`src/rtl/mmdev_pkg.sv`:
```
package mmdev_pkg;

    localparam int unsigned WORD_W = 32;

    // Byte offsets inside the window
    localparam int unsigned OFS_IDENT   = 32'h00;
    localparam int unsigned OFS_SCRATCH = 32'h04;
    localparam int unsigned OFS_CALC    = 32'h08;
    localparam int unsigned OFS_STAT    = 32'h20;
    localparam int unsigned OFS_PEND    = 32'h24;
    localparam int unsigned OFS_SET     = 32'h60;
    localparam int unsigned OFS_CLR     = 32'h64;

    // Slot numbers in the read/write bank
    localparam int unsigned RW_COUNT    = 3;
    localparam int unsigned SLOT_SCRATCH = 0;
    localparam int unsigned SLOT_CALC    = 1;
    localparam int unsigned SLOT_STAT    = 2;

    typedef enum logic [2:0] {
        SEL_NONE,
        SEL_IDENT,
        SEL_SCRATCH,
        SEL_CALC,
        SEL_STAT,
        SEL_PEND,
        SEL_SET,
        SEL_CLR
    } sel_e;

    typedef enum logic {
        ST_IDLE,
        ST_RESP
    } bus_state_e;

    // Map a decoded target onto a bank slot; RW_COUNT means "not a bank slot"
    function automatic int unsigned slot_of(sel_e s);
        case (s)
            SEL_SCRATCH: slot_of = SLOT_SCRATCH;
            SEL_CALC:    slot_of = SLOT_CALC;
            SEL_STAT:    slot_of = SLOT_STAT;
            default:     slot_of = RW_COUNT;
        endcase
    endfunction

endpackage

```
`src/rtl/mmdev_decode.sv`:
```
module mmdev_decode
    import mmdev_pkg::*;
#(
    parameter int unsigned ADDR_W = 20
) (
    input  logic [ADDR_W-1:0] addr,
    output sel_e              sel
);

    always_comb begin
        case (addr)
            ADDR_W'(OFS_IDENT):   sel = SEL_IDENT;
            ADDR_W'(OFS_SCRATCH): sel = SEL_SCRATCH;
            ADDR_W'(OFS_CALC):    sel = SEL_CALC;
            ADDR_W'(OFS_STAT):    sel = SEL_STAT;
            ADDR_W'(OFS_PEND):    sel = SEL_PEND;
            ADDR_W'(OFS_SET):     sel = SEL_SET;
            ADDR_W'(OFS_CLR):     sel = SEL_CLR;
            default:              sel = SEL_NONE;
        endcase
    end

endmodule

```
`src/rtl/mmdev_rwbank.sv`:
```
module mmdev_rwbank #(
    parameter int unsigned COUNT = 3,
    parameter int unsigned WIDTH = 32
) (
    input  logic                        clk,
    input  logic                        rst_n,
    input  logic [COUNT-1:0]            wr_en,
    input  logic [WIDTH-1:0]            wdata,
    output logic [COUNT-1:0][WIDTH-1:0] q
);

    for (genvar i = 0; i < COUNT; i++) begin : g_slot
        always_ff @(posedge clk) begin
            if (!rst_n) begin
                q[i] <= '0;
            end else if (wr_en[i]) begin
                q[i] <= wdata;
            end
        end

        // a written slot holds the write data next cycle
        a_r3_slot_store: assert property (@(posedge clk) disable iff (!rst_n)
            $past(wr_en[i]) |-> q[i] == $past(wdata));

        // a slot not written keeps its value
        a_r10_slot_hold: assert property (@(posedge clk) disable iff (!rst_n)
            !$past(wr_en[i]) |-> $stable(q[i]));
    end

endmodule

```
`src/rtl/mmdev_irq.sv`:
```
module mmdev_irq #(
    parameter int unsigned WIDTH   = 32,
    parameter int unsigned DMA_BIT = 8
) (
    input  logic             clk,
    input  logic             rst_n,
    input  logic             set_en,
    input  logic             clr_en,
    input  logic [WIDTH-1:0] wdata,
    input  logic             dma_done,
    output logic [WIDTH-1:0] pending,
    output logic             irq_level
);

    localparam logic [WIDTH-1:0] DMA_MASK = WIDTH'(1) << DMA_BIT;

    logic [WIDTH-1:0] set_mask;
    logic [WIDTH-1:0] clr_mask;
    logic [WIDTH-1:0] pend_d;

    always_comb begin
        set_mask = (set_en ? wdata : '0) | (dma_done ? DMA_MASK : '0);
        clr_mask = clr_en ? wdata : '0;
        // Clear first, then set: a DMA event is never lost to a racing clear
        pend_d   = (pending & ~clr_mask) | set_mask;
    end

    always_ff @(posedge clk) begin
        if (!rst_n) begin
            pending <= '0;
        end else begin
            pending <= pend_d;
        end
    end

    assign irq_level = |pending;

    // every bit written to the set port is pending next cycle
    a_r7_set_merges: assert property (@(posedge clk) disable iff (!rst_n)
        $past(set_en) |-> ((pending & $past(wdata)) == $past(wdata)));

    // set never drops a bit (no clear in the same cycle)
    a_r7_set_keeps: assert property (@(posedge clk) disable iff (!rst_n)
        ($past(set_en) && !$past(clr_en)) |-> ((pending & $past(pending)) == $past(pending)));

    // bits named by a clear are gone unless the DMA pulse re-sets its bit
    a_r8_clear_drops: assert property (@(posedge clk) disable iff (!rst_n)
        ($past(clr_en) && !$past(dma_done)) |-> ((pending & $past(wdata)) == '0));

    // a DMA pulse leaves the DMA bit pending
    a_r11_dma_bit: assert property (@(posedge clk) disable iff (!rst_n)
        $past(dma_done) |-> pending[DMA_BIT]);

    // with no source active the pending word does not move
    a_r6_pend_quiet: assert property (@(posedge clk) disable iff (!rst_n)
        (!$past(set_en) && !$past(clr_en) && !$past(dma_done)) |-> $stable(pending));

endmodule

```
`src/rtl/mmdev_regfront.sv`:
```
module mmdev_regfront
    import mmdev_pkg::*;
#(
    parameter int unsigned       ADDR_W     = 20,
    parameter int unsigned       DATA_W     = 32,
    parameter int unsigned       DMA_BIT    = 8,
    parameter logic [DATA_W-1:0] IDENT_WORD = 32'hC0DE_0100
) (
    input  logic              clk,
    input  logic              rst_n,
    input  logic              req_valid,
    input  logic              req_write,
    input  logic [ADDR_W-1:0] req_addr,
    input  logic [DATA_W-1:0] req_wdata,
    output logic              rsp_valid,
    output logic [DATA_W-1:0] rsp_data,
    input  logic              dma_done,
    output logic              irq_level
);

    localparam logic [DATA_W-1:0] ALL_ONES = '1;

    sel_e                              sel;
    bus_state_e                        state_q;
    bus_state_e                        state_d;
    logic                              rd_acc;
    logic                              wr_acc;
    logic [RW_COUNT-1:0]               rw_wr;
    logic [RW_COUNT-1:0][DATA_W-1:0]   rw_q;
    logic [DATA_W-1:0]                 pending;
    logic [DATA_W-1:0]                 rd_word;
    logic [DATA_W-1:0]                 rdata_q;

    mmdev_decode #(.ADDR_W(ADDR_W)) u_decode (
        .addr (req_addr),
        .sel  (sel)
    );

    assign rd_acc = req_valid && !req_write;
    assign wr_acc = req_valid &&  req_write;

    for (genvar i = 0; i < RW_COUNT; i++) begin : g_wr
        assign rw_wr[i] = wr_acc && (slot_of(sel) == i);
    end

    mmdev_rwbank #(.COUNT(RW_COUNT), .WIDTH(DATA_W)) u_bank (
        .clk   (clk),
        .rst_n (rst_n),
        .wr_en (rw_wr),
        .wdata (req_wdata),
        .q     (rw_q)
    );

    mmdev_irq #(.WIDTH(DATA_W), .DMA_BIT(DMA_BIT)) u_irq (
        .clk       (clk),
        .rst_n     (rst_n),
        .set_en    (wr_acc && (sel == SEL_SET)),
        .clr_en    (wr_acc && (sel == SEL_CLR)),
        .wdata     (req_wdata),
        .dma_done  (dma_done),
        .pending   (pending),
        .irq_level (irq_level)
    );

    // Read multiplexer
    always_comb begin
        unique case (sel)
            SEL_IDENT:   rd_word = IDENT_WORD;
            SEL_SCRATCH: rd_word = rw_q[SLOT_SCRATCH];
            SEL_CALC:    rd_word = rw_q[SLOT_CALC];
            SEL_STAT:    rd_word = rw_q[SLOT_STAT];
            SEL_PEND:    rd_word = pending;
            default:     rd_word = ALL_ONES;
        endcase
    end

    // Next-state logic
    always_comb begin
        state_d = state_q;
        unique case (state_q)
            ST_IDLE: state_d = rd_acc ? ST_RESP : ST_IDLE;
            ST_RESP: state_d = rd_acc ? ST_RESP : ST_IDLE;
            default: state_d = ST_IDLE;
        endcase
    end

    // State register
    always_ff @(posedge clk) begin
        if (!rst_n) begin
            state_q <= ST_IDLE;
        end else begin
            state_q <= state_d;
        end
    end

    // Read data capture
    always_ff @(posedge clk) begin
        if (!rst_n) begin
            rdata_q <= '0;
        end else if (rd_acc) begin
            rdata_q <= rd_word;
        end
    end

    // Outputs
    always_comb begin
        rsp_valid = 1'b0;
        rsp_data  = '0;
        unique case (state_q)
            ST_IDLE: ;
            ST_RESP: begin
                rsp_valid = 1'b1;
                rsp_data  = rdata_q;
            end
            default: ;
        endcase
    end

    // a read is answered on the next cycle
    a_r12_read_answered: assert property (@(posedge clk) disable iff (!rst_n)
        $past(rd_acc) |-> rsp_valid);

    // no response without a read the cycle before
    a_r12_no_spurious: assert property (@(posedge clk) disable iff (!rst_n)
        !$past(rd_acc) |-> !rsp_valid);

    // identification reads return the constant
    a_r2_ident: assert property (@(posedge clk) disable iff (!rst_n)
        ($past(rd_acc) && $past(sel) == SEL_IDENT) |-> rsp_data == IDENT_WORD);

    // unmapped and write-only offsets read as all ones
    a_r10_unmapped_ones: assert property (@(posedge clk) disable iff (!rst_n)
        ($past(rd_acc) && ($past(sel) == SEL_NONE || $past(sel) == SEL_SET ||
                           $past(sel) == SEL_CLR)) |-> rsp_data == ALL_ONES);

    // interrupt level tracks the pending word
    a_r9_level: assert property (@(posedge clk) disable iff (!rst_n)
        ($countones(pending) == 0) |-> !irq_level);

    // idle outputs right after reset
    a_r1_reset_quiet: assert property (@(posedge clk)
        !$past(rst_n) |-> (!rsp_valid && rsp_data == '0));

endmodule

```
`config.mk`:
```
export PLATFORM = sky130hd
export DESIGN_NAME = mmdev_regfront
export DESIGN_NICKNAME = d
export VERILOG_FILES = /design/src/rtl/mmdev_pkg.sv /design/src/rtl/mmdev_decode.sv /design/src/rtl/mmdev_rwbank.sv /design/src/rtl/mmdev_irq.sv /design/src/rtl/mmdev_regfront.sv
export SDC_FILE = /design/constraint.sdc
export NUM_CORES = 1
export LEC_CHECK = 0
export BUFFER_PORTS_ARGS = -buffer_cell sky130_fd_sc_hd__buf_4
export CAP_MARGIN = 20
export CORE_MARGIN = 4
export CORE_UTILIZATION = 25
export DETAILED_ROUTE_END_ITERATION = 16
export RECOVER_POWER = 100
export SYNTH_ARGS = -nofsm -noshare
export SYNTH_HDL_FRONTEND = slang
export SYNTH_HIERARCHICAL = 1
export SYNTH_SLANG_ARGS = --single-unit
```
`constraint.sdc`:
```
create_clock -name clk -period 3.45 [get_ports clk]
set_input_delay 0.69 -clock clk [delete_from_list [all_inputs] [get_ports clk]]
set_output_delay 0.69 -clock clk [all_outputs]
set_load 0.005 [all_outputs]
```
== Word level (Yosys, flattened, before mapping) ==
Cells that the tools add are included.
Cells by class
  reduce and logical (&&, ||, !) cells: 11
  bitwise operators: 4
  eq/ne operators: 15
  muxes and demuxes: 9
Operators by type and width (count)
  $pmux 32 s5: 1
  $mux 32: 3
  $or 32x32->32: 2
  $eq 20x6->1 const B: 2
  $eq 20x7->1 const B: 2
  $and 32x32->32: 1
  $eq 32x1->1 const B: 1
  $eq 32x2->1 const B: 1
  $logic_not 32->1: 1
  $not 32->32: 1
  $reduce_or 32->1: 1
  $pmux 3 s7: 1
  $eq 20x3->1 const B: 1
  $eq 20x4->1 const B: 1
  $logic_not 20->1: 1
  $eq 3x3->1 const B: 4
  $mux 9: 1
  $logic_and 1x1->1: 7
  $eq 3x2->1 const B: 2
  $pmux 2 s3: 1
  $eq 3x1->1 const B: 1
  $mux 1: 2
  $logic_not 1->1: 1
Storage, ports and cells
  output and inout port bits: 34
  bits of input ports: 57
  word-level logic and storage cells: 45
  bits in registers: 161

== Longest topological paths before layout ==
Gate-level depths: netlist (run 1).
  depth in word-level cells: 8
  depth in mapped cells: 11

== Hierarchy ==
The synthesis (run 1) kept the hierarchy.
Modules (own cells, without submodules)
  mmdev_rwbank: cells an instance 310, area each 3753.6 um^2, instances 1
  mmdev_regfront: cells an instance 289, area each 2444.8 um^2, instances 1
  mmdev_irq: cells an instance 148, area each 1318.8 um^2, instances 1
  mmdev_decode: cells an instance 14, area each 82.6 um^2, instances 1

== Worst setup path after synthesis (run 1) ==
OpenSTA, ideal clock, no wires.
  kind: in2reg
  start: input port req_addr[7]
  end: register u_bank/q[65] in the netlist's numbering
  stages on the path: 10
  data arrival time: 2556 ps
  required time: 3334 ps
  setup slack: 778 ps
  cell sequence: nor4_1 nand4_1 nor3b_1 nand2b_1 buf_2 nor2_1 buf_6 buf_12 mux2i_1 nor2b_1
On the way
  longest elaborated chain between the ends: 6
  elaborated cells between the ends (all ways): 14
Ends and longest elaborated chain
  from (decl): line mmdev_regfront.sv:13  | input logic [ADDR_W-1:0] req_addr,
  $eq 20x7->1 (tied with other cells): line mmdev_decode.sv:11  | case (addr)
  $pmux 3 s7 (*): line mmdev_decode.sv:11
  via sel[2]: line mmdev_regfront.sv:23  | sel_e sel;
  $eq 3x3->1 / $eq 3x2->1 (equally long branches): line mmdev_pkg.sv:38  | case (s)
  $pmux 2 s3 (*): line mmdev_pkg.sv:38
  $eq 32x2->1 (*): line mmdev_regfront.sv:43  | assign rw_wr[i] = wr_acc && (slot_of(sel) == i);
  $logic_and 1x1->1 (*): line mmdev_regfront.sv:43
  via rw_wr[2]: line mmdev_regfront.sv:28  | logic [RW_COUNT-1:0] rw_wr;
  to (signal, indexed assignment): line mmdev_rwbank.sv:17  | q[i] <= wdata;
  to (decl): line mmdev_rwbank.sv:9  | output logic [COUNT-1:0][WIDTH-1:0] q
Mark *: on every way through the listed nets, which the timed path passes. The rest lies on a longest branch.
A chain may end at the register's enable or synchronous reset.

== Final worst setup path (run 1) ==
  start: input port req_addr[13]
  end: register u_bank/q[58] in the netlist's numbering
On the way
  longest elaborated chain between the ends: 6
  elaborated cells between the ends (all ways): 14
Ends and longest elaborated chain (line)
  $eq 20x7->1 (tied with other cells): mmdev_decode.sv:11
  $pmux 3 s7 (*): mmdev_decode.sv:11
  via sel[1]: mmdev_regfront.sv:23
  $eq 3x3->1 / $eq 3x2->1 (equally long branches): mmdev_pkg.sv:38
  $pmux 2 s3 (*): mmdev_pkg.sv:38
  $eq 32x1->1 (*): mmdev_regfront.sv:43
  $logic_and 1x1->1 (*): mmdev_regfront.sv:43
  via rw_wr[1]: mmdev_regfront.sv:28
Marked as above.

==> metrics.md, run 1 <==
| Metric | Value |
|---|---|
| Reg2reg end | rdata_q[26]$_SDFFE_PN0P_ |
| ANT nets after route | 0 |
| Mapped cell area | 0.007600 mm² |
| Worst min-delay path class | reg -> reg |
| NumNets Final | 888 |
| Critical Path Max Stage Delay | roughly 860 ps |
| Final setup viols | 0 |
| CP startpoint kind | input port |
| Worst path top cell family by delay | simple AND/OR/NAND/NOR gates |
| Final worst slack | 361.6 ps |
| Cell count along the critical path | 9 |
| RePlAce Congestion | between 0.7 and 0.8 |
| Crit path kind | in -> reg |
| Pre-CTS WS | approximately 50 ps |
| Final Hold Viols | 0 |
| Fin crit period | 3088 ps |
| Slew @ Worst Pin | 1054 ps |
| Avg Cell Area, Syn | 9.987 µm² |
| Max Fclk | 0.3238 GHz |
| Die Y | between 150 and 200 µm |
| Setup slack, reg-to-reg | 2500 ps |
| Share of cells above drive strength 1 | between 10% and 20% |
| Worst Path Buf+Inv | 2 |
| Hold path depth | 2 |
| Syn_nets | between 800 and 900 |
| Clock root cell | clkbuf_16 |
| Ys Warns | 6 |
| Global-route wire length before repair | between 30000 and 40000 µm |
| Cell leakage power | approximately 2.9 nW |
| Period utilization | 89.52% |
| CP Cell Sequence | buf_4 > nor4_1 > nand4_1 > a21oi_4 > nand2b_1 > nor2_4 > clkbuf_2 > mux2i_1 > nor2b_1 |
| DRT Pass-1 Iters | 5 |
| Largest net degree at the start of global routing | 85 |
| R2R Path Start | u_irq/pending[26]$_SDFF_PN0_ |
| Die Wd | 182.4 µm |
| Placed Instances | 1202 |
| Initial Util | 25.51% |
| Number of fillers in the final layout | 3133 |
| Hold_sp | u_bank/q[76]$_SDFFE_PN0P_ |
| CTS HTree Levels | 4 |
| Overall power | 4.005 mW |
| Setup repair bufs after CTS | 0 |
| Drt wl/cell | 16.79 µm |
| Run status | finished clean |
| Final wirelength | 20710 µm |
| Row count | 63 |
| I/O Pins | slightly above 90 |
| Power Dens Cells | 440.8 mW/mm² |
| Hold buffer count at cts | 0 |
| Via Count | roughly 5700 |
| Die footprint | 0.03325 mm² |
| Worst-path clk slew | 60 ps |
| Post-cts sizing count | 0 |
| Seq cells post-synth | approximately 160 |
| Clk sinks | 161 |
| Worst reg2reg path depth | 3 |
| Drt first-iter violations | 441 |
| Sequential Area | 0.003223 mm² |
| Maximum VDD drop | 363.1 µV |
| Core area | 0.02980 mm² |
| N_diodes | 0 |
| Non-Filler Instances | 1233 |
| Number of global-route vias before repair | 5798 |
| CP Max Fanout | 24 |
| Register area share after synthesis | 42.41% |
| Synth Flop Type | dfxtp_1 |
| Yosys cell types | 34 |
| Post-DP HPWL | 13590 µm |
| Synth top area share | a little over two fifths |
| CTS max path bufs | 2 |
| Multi-input logic area | 0.003921 mm² |
| Worst hold path endpoint | u_bank/q[76]$_SDFFE_PN0P_ |
| Port Buffer Count | 90 |
| Slew Limit Fails | 0 |
| RSZ-0062 raised after global routing | false |
| Max-cap violations | 0 |
| Clock Skew | roughly 5 ps |
| CP endpoint kind | register |
| Setup TNS | 0 ps |
| Vias/cell | 4.643 |
| GRT overflow | 0 |
| TritonCTS clock tree | done |
| Post-synth EDFFs | 0 |
| Critical Path RT | 3760 ps |
| Overall Global Routing Usage | about an eighth |
| Total CTS buffers | 17 |
| Synth top area cells | dfxtp_1 (42%), mux2i_1 (16%), nor2b_1 (14%) |
| Mapped Cells | 761 |
| Drt drc | 0 |
| Async SR Flop Fraction | 0% |
| Slew headroom | 29.55% |
| Skew-Pair Late Insertion Delay | 420 ps |
| Arrival time at the worst endpoint | 3400 ps |
| Slowest stage cell, crit path | nor2_4 |
| Cell accounting for the most synthesized area | dfxtp_1 |
| Area Growth Syn to Fin | 19.54% |
| Initial antenna violation count | 0 |
## cell families after synthesis
kind of cell | after synthesis | synth area share [%]
buf+inv | 66 | 6.602
simple gates | 274 | 21.37
flops | 161 | 42.41
mux | 118 | 15.54
compound gates | 141 | 13.96
xor+xnor | 1 | 0.1153
## power by group
part | switching (mW) | total [mW] | internal (mW)
Sequential | 0.0164 | 1.90 | 1.89
Clock | 0.763 | 1.91 | 1.15
Combinational | 0.0904 | 0.191 | 0.100
## area by class of cell
class / count / share of cell area, %
Multi-Input combinational cell: 534 / 43.16
Sequential cell: 161 / 35.48
Timing Repair Buffer: 116 / 9.503
Tap cell: 390 / 5.371
Clock buffer: 20 / 4.917
Clock inverter: 11 / 1.529
Inverter: 1 / 0.04132
## cell usage in the layout (no fill, tap or decap), types with 2 or more instances in the layout
| cell | n |
|---|---|
| mux2i_1 | 118 |
| clkbuf_1 | 8 |
| dfxtp_1 | 161 |
| nor4_1 | 11 |
| and2_0 | 30 |
| o21ai_0 | 21 |
| o22ai_1 | 11 |
| clkinvlp_4 | 2 |
| buf_4 | 101 |
| buf_12 | 2 |
| and2_1 | 4 |
| nor2b_1 | 171 |
| nand2b_1 | 2 |
| clkbuf_4 | 3 |
| nand3_1 | 3 |
| clkbuf_16 | 17 |
| nand4_1 | 3 |
| or3_1 | 2 |
| nor2_1 | 2 |
| a32oi_1 | 42 |
| bufinv_16 | 3 |
| clkinv_2 | 5 |
| nand2_1 | 33 |
| clkbuf_2 | 4 |
| o221a_2 | 11 |
| a22oi_1 | 31 |
| a31oi_1 | 22 |
| nor2_4 | 4 |
## worst max-delay path by stage
stage | start | endpoint | slack [ps]
2_1_floorplan | req_addr[7] | u_bank/q[65]$_SDFFE_PN0P_ | 780
3_3_place_gp | req_addr[7] | u_bank/q[61]$_SDFFE_PN0P_ | 120
3_5_place_dp | req_addr[13] | u_bank/q[58]$_SDFFE_PN0P_ | 50
4_1_cts | req_addr[13] | u_bank/q[58]$_SDFFE_PN0P_ | 490
5_1_grt | req_addr[14] | u_bank/q[61]$_SDFFE_PN0P_ | 200
6_report | req_addr[13] | u_bank/q[58]$_SDFFE_PN0P_ | 360
## per-layer routing
metal,wire (µm),up-vias,share of wire [%],track usage [%]
met5,0,-,0,0
met4,235,0,1.1,3.422
met3,840,16,4.1,2.731
met2,9844,112,48,20.39
met1,9783,2728,47,16.70
li1,-,2869,-,-
## tightest hold or removal path: stages, from the launching register on
cell and delay, ps:
dfxtp_1 320, mux2i_1 60, nor2b_1 90
## per-stage QoR
stage / hold WS (ps) / util, % / cell area (µm²)
floorplan: 474.2 / - / 7600
global placement: 487.1 / 28.64 / 8534
detailed placement: 491.5 / 28.64 / 8534
CTS: 510.6 / 30.61 / 9120
global route: 527.9 / 30.49 / 9085
finish: 509.6 / 30.49 / 9085
## Yosys cell counts, drive strengths merged (7+ instances only)
library cell	instances
clkbuf	20
o221a	11
buf	45
o21ai	21
a32oi	42
nor2	7
nand2	33
nor4	12
and2	34
mux2i	118
nor2b	172
a22oi	31
a31oi	22
dfxtp	161
o22ai	11
## flip-flops by register name, summed over array words and instances, names as in the netlist
register       count
rdata_q           32
u_bank/q          96
u_irq/pending     32
state_q            1
Note: power is estimated with default switching activity, not from simulation.
==> run 2, diff against run 1 <==
Settings changed: SYNTH_HIERARCHICAL 1 to default.
==> run 2 against run 1 <==
Effect of this change:
- via count increased by 9.1%
- sequential cell count unchanged
- routed wire length grew 4.5%
- final area fell by 4.3%
- final cell count up 4.9%
- clock skew is essentially flat
- global-route usage up 1.3 points
- die area decreased by 6.4%
- register-to-register slack worse by 140 ps
- total power is 1.3% higher
==> metrics.md, run 2 <==
| Metric | Value |
|---|---|
| Number of global-route vias before repair | 5960 (was 5798) |
| Final setup viols | 0 (unchanged) |
| RePlAce Congestion | 0.7588 (was 0.7181) |
| N_diodes | 0 (unchanged) |
| Slowest stage cell, crit path | clkbuf_2 (was nor2_4) |
| Post-synth EDFFs | 0 (unchanged) |
| Total CTS buffers | 17 (unchanged) |
| Synth top area share | 45.44% (was 42.41%) |
| Worst Path Buf+Inv | 2 (unchanged) |
| Skew-Pair Late Insertion Delay | 420 ps (about the same) |
| Row count | 61 (was 63) |
| Mapped Cells | 843 (was 761) |
| Most numerous cell in the Yosys netlist | nand2_1 (was nor2b_1) |
| Seq cells post-synth | 161 (unchanged) |
| Most frequent cells in the layout | nand2_1 (262), dfxtp_1 (161), buf_4 (88) (was nor2b_1 (171), dfxtp_1 (161), mux2i_1 (118)) |
| Most common cell after layout, fill and taps aside | nand2_1 (was nor2b_1) |
| Async SR Flop Fraction | 0% (unchanged) |
| Arrival time at the worst endpoint | 3070 ps (was 3400 ps) |
| Slew @ Worst Pin | 1366 ps (was 1054 ps) |
| Yosys cell types | 37 (was 34) |
| Final wirelength | 21630 µm (was 20710 µm) |
| Global-route wire length before repair | 34020 µm (was 32990 µm) |
| Crit path kind | in -> reg (unchanged) |
| Slew headroom | 8.953% (was 29.55%) |
| CP Max Fanout | 32 (was 24) |
| Synth Flop Type | dfxtp_1 (unchanged) |
| Maximum VDD drop | 242.4 µV (was 363.1 µV) |
| RSZ-0062 raised after global routing | false (unchanged) |
| CP startpoint kind | input port (unchanged) |
| Avg Cell Area, Syn | 8.414 µm² (was 9.987 µm²) |
| Via Count | 6245 (was 5725) |
| Mapped cell area | 0.007093 mm² (was 0.007600 mm²) |
| Max reg flops | 96 (unchanged) |
| Worst min-delay path class | reg -> reg (unchanged) |
| CTS HTree Levels | 4 (unchanged) |
| Final worst slack | 673.0 ps (was 361.6 ps) |
| Worst path top cell family by delay | simple AND/OR/NAND/NOR gates (unchanged) |
| DRT Pass-1 Iters | 10 (was 5) |
| TritonCTS clock tree | done (unchanged) |
| Pre-CTS WS | 445.5 ps (was 50.20 ps) |
| Synth top area cells | dfxtp_1 (45%), nand2_1 (14%), mux2i_1 (8.9%) (was dfxtp_1 (42%), mux2i_1 (16%), nor2b_1 (14%)) |
| Drt first-iter violations | 698 (was 441) |
| CP Cell Sequence | clkbuf_4 > nor4_1 > nand2_1 > or4_1 > clkbuf_2 > nand2_1 > a21boi_0 (was buf_4 > nor4_1 > nand4_1 > a21oi_4 > nand2b_1 > nor2_4 > clkbuf_2 > mux2i_1 > nor2b_1) |
| Fin crit period | 2777 ps (was 3088 ps) |
| Area Growth Syn to Fin | 22.61% (was 19.54%) |
| CTS max path bufs | 2 (unchanged) |
| Setup repair bufs after CTS | 0 (unchanged) |
| GRT overflow | 0 (unchanged) |
| Cell accounting for the most synthesized area | dfxtp_1 (unchanged) |
| Most frequent cells after synthesis | nand2_1 (262), dfxtp_1 (161), a21boi_1 (63), a21oi_1 (63), mux2i_1 (63) (was nor2b_1 (172), dfxtp_1 (161), mux2i_1 (118)) |
| Slew Limit Fails | 0 (unchanged) |
| Min Hold Slack | 447.9 ps (was 509.6 ps) |
| Final Hold Viols | 0 (unchanged) |
| Vias/cell | 4.830 (was 4.643) |
| Post-DP HPWL | 13450 µm (was 13590 µm) |
| Reg with most FFs | u_bank.q (was u_bank/q) |
| Die Y | 176.4 µm (was 182.4 µm) |
| Clock Skew | 5.316 ps (was 4.928 ps) |
| Critical Path RT | 3740 ps (was 3760 ps) |
| Hold buffer count at cts | 0 (unchanged) |
| Syn_nets | 900 (was 818) |
| Largest net degree at the start of global routing | 71 (was 85) |
| Cell leakage power | 3.485 nW (was 2.862 nW) |
| Top Registers | u_bank.q: 96 flops, rdata_q: 32 flops, u_irq.pending: 32 flops (was u_bank/q: 96 flops, rdata_q: 32 flops, u_irq/pending: 32 flops) |
| Drt drc | 0 (unchanged) |
| Period utilization | 80.49% (was 89.52%) |
| Initial Util | 25.46% (was 25.51%) |
| Initial antenna violation count | 0 (unchanged) |
| Max Fclk | 0.3601 GHz (was 0.3238 GHz) |
| Die Wd | 176.4 µm (was 182.4 µm) |
| Top cell by count, worst path | nand2_1 |
| Final Core Density | 31.22% (was 30.49%) |
| Max-cap violations | 0 (unchanged) |
| Clock root cell | clkbuf_16 (unchanged) |
| Critical Path Max Stage Delay | 540 ps (was 860 ps) |
| Clk sinks | 161 (unchanged) |
| Die footprint | 0.03113 mm² (was 0.03325 mm²) |
| Drt wl/cell | 16.73 µm (was 16.79 µm) |
| Ys Warns | 0 (was 6) |
| NumNets Final | 959 (was 888) |
| Worst-path clk slew | 60 ps (about the same) |
| Core area | 0.02786 mm² (was 0.02980 mm²) |
| I/O Pins | 91 (unchanged) |
| Run status | finished clean (unchanged) |
| ANT nets after route | 0 (unchanged) |
| Register area share after synthesis | 45.44% (was 42.41%) |
| Overall Global Routing Usage | 13.79% (was 12.48%) |
| Share of cells above drive strength 1 | 15.74% (was 18.98%) |
| Power Dens Cells | 466.7 mW/mm² (was 440.8 mW/mm²) |
| Post-cts sizing count | 0 (unchanged) |
| Port Buffer Count | 90 (unchanged) |
| CP endpoint kind | register (unchanged) |
| Setup TNS | 0 ps (unchanged) |
==> run 2: cell types whose count changed in the layout (fill, tap and decap cells not counted), sizes merged, moves of 13 or more <==
cell,before,now
a21boi,1,65
a21oi,1,63
a222oi,0,30
a22oi,31,0
a31oi,22,1
a32oi,42,0
buf,103,90
mux2i,118,63
nand2,33,262
nor2b,172,2
o21ai,21,35
==> run 2: worst reg2reg max path: stages, from the launching register on <==
cell	delay (ps)
dfxtp_1	340
mux2_2	270
a221oi_1	270
a21oi_1	100
==> run 2: path summary, 6_finish.rpt <==
check	to	slack, ps	depth (start not counted)	startpoint
setup / recovery	u_bank.q[42]$_SDFFE_PN0P_	670	7	req_addr[12]
hold / removal	u_bank.q[24]$_SDFFE_PN0P_	450	2	u_bank.q[24]$_SDFFE_PN0P_
setup reg to reg	rdata_q[30]$_SDFFE_PN0P_	2360	3	u_irq.pending[30]$_SDFF_PN0_
hold reg to reg	u_bank.q[24]$_SDFFE_PN0P_	450	2	u_bank.q[24]$_SDFFE_PN0P_
==> run 2: report_power, final <==
part / internal [mW] / switching, mW / leakage, nW
registers: 1.89 / 0.0165 / 1.30
clock network: 1.20 / 0.747 / 0.301
logic: 0.0921 / 0.121 / 1.88
total: 3.17 / 0.885 / 3.48
==> run 2: per-stage QoR <==
step                cell area, µm²  total power, mW  instances
floorplan                     7093            2.033        843
global route                  8697            4.196       1293
global placement              8147            2.161       1261
finish                        8697            4.059       1293
detailed placement            8147            2.162       1261
CTS                           8752            4.102       1293
==> run 2: metal layers <==
metal	vias to the layer above	track usage, %	routed length (µm)
li1	3026	-	-
met1	3020	19.21	10120
met2	183	21.61	9846
met3	16	3.469	1439
met4	0	3.191	225
met5	-	0	0
==> run 2: area by class of cell <==
type | instances | area (µm²)
clock inverters | 9 | 127.6
fillers | 2925 | 19160
inverters | 3 | 11.26
multi-input cells | 611 | 3582
repair buffers | 108 | 802.0
well taps | 378 | 473.0
flip-flops and latches | 161 | 3223
clock buffers | 23 | 478.0
==> run 2: cell families (layout without fill, tap and decap cells) <==
logic type / count (synthesis) / count (layout) / share of synthesized area [%]
buffers and inverters: 71 / 143 / 4.463
multiplexers: 64 / 64 / 9.049
AND/OR/NAND/NOR: 349 / 349 / 22.47
flip-flops: 161 / 161 / 45.44
AO/OA/AOI/OAI: 198 / 198 / 18.57
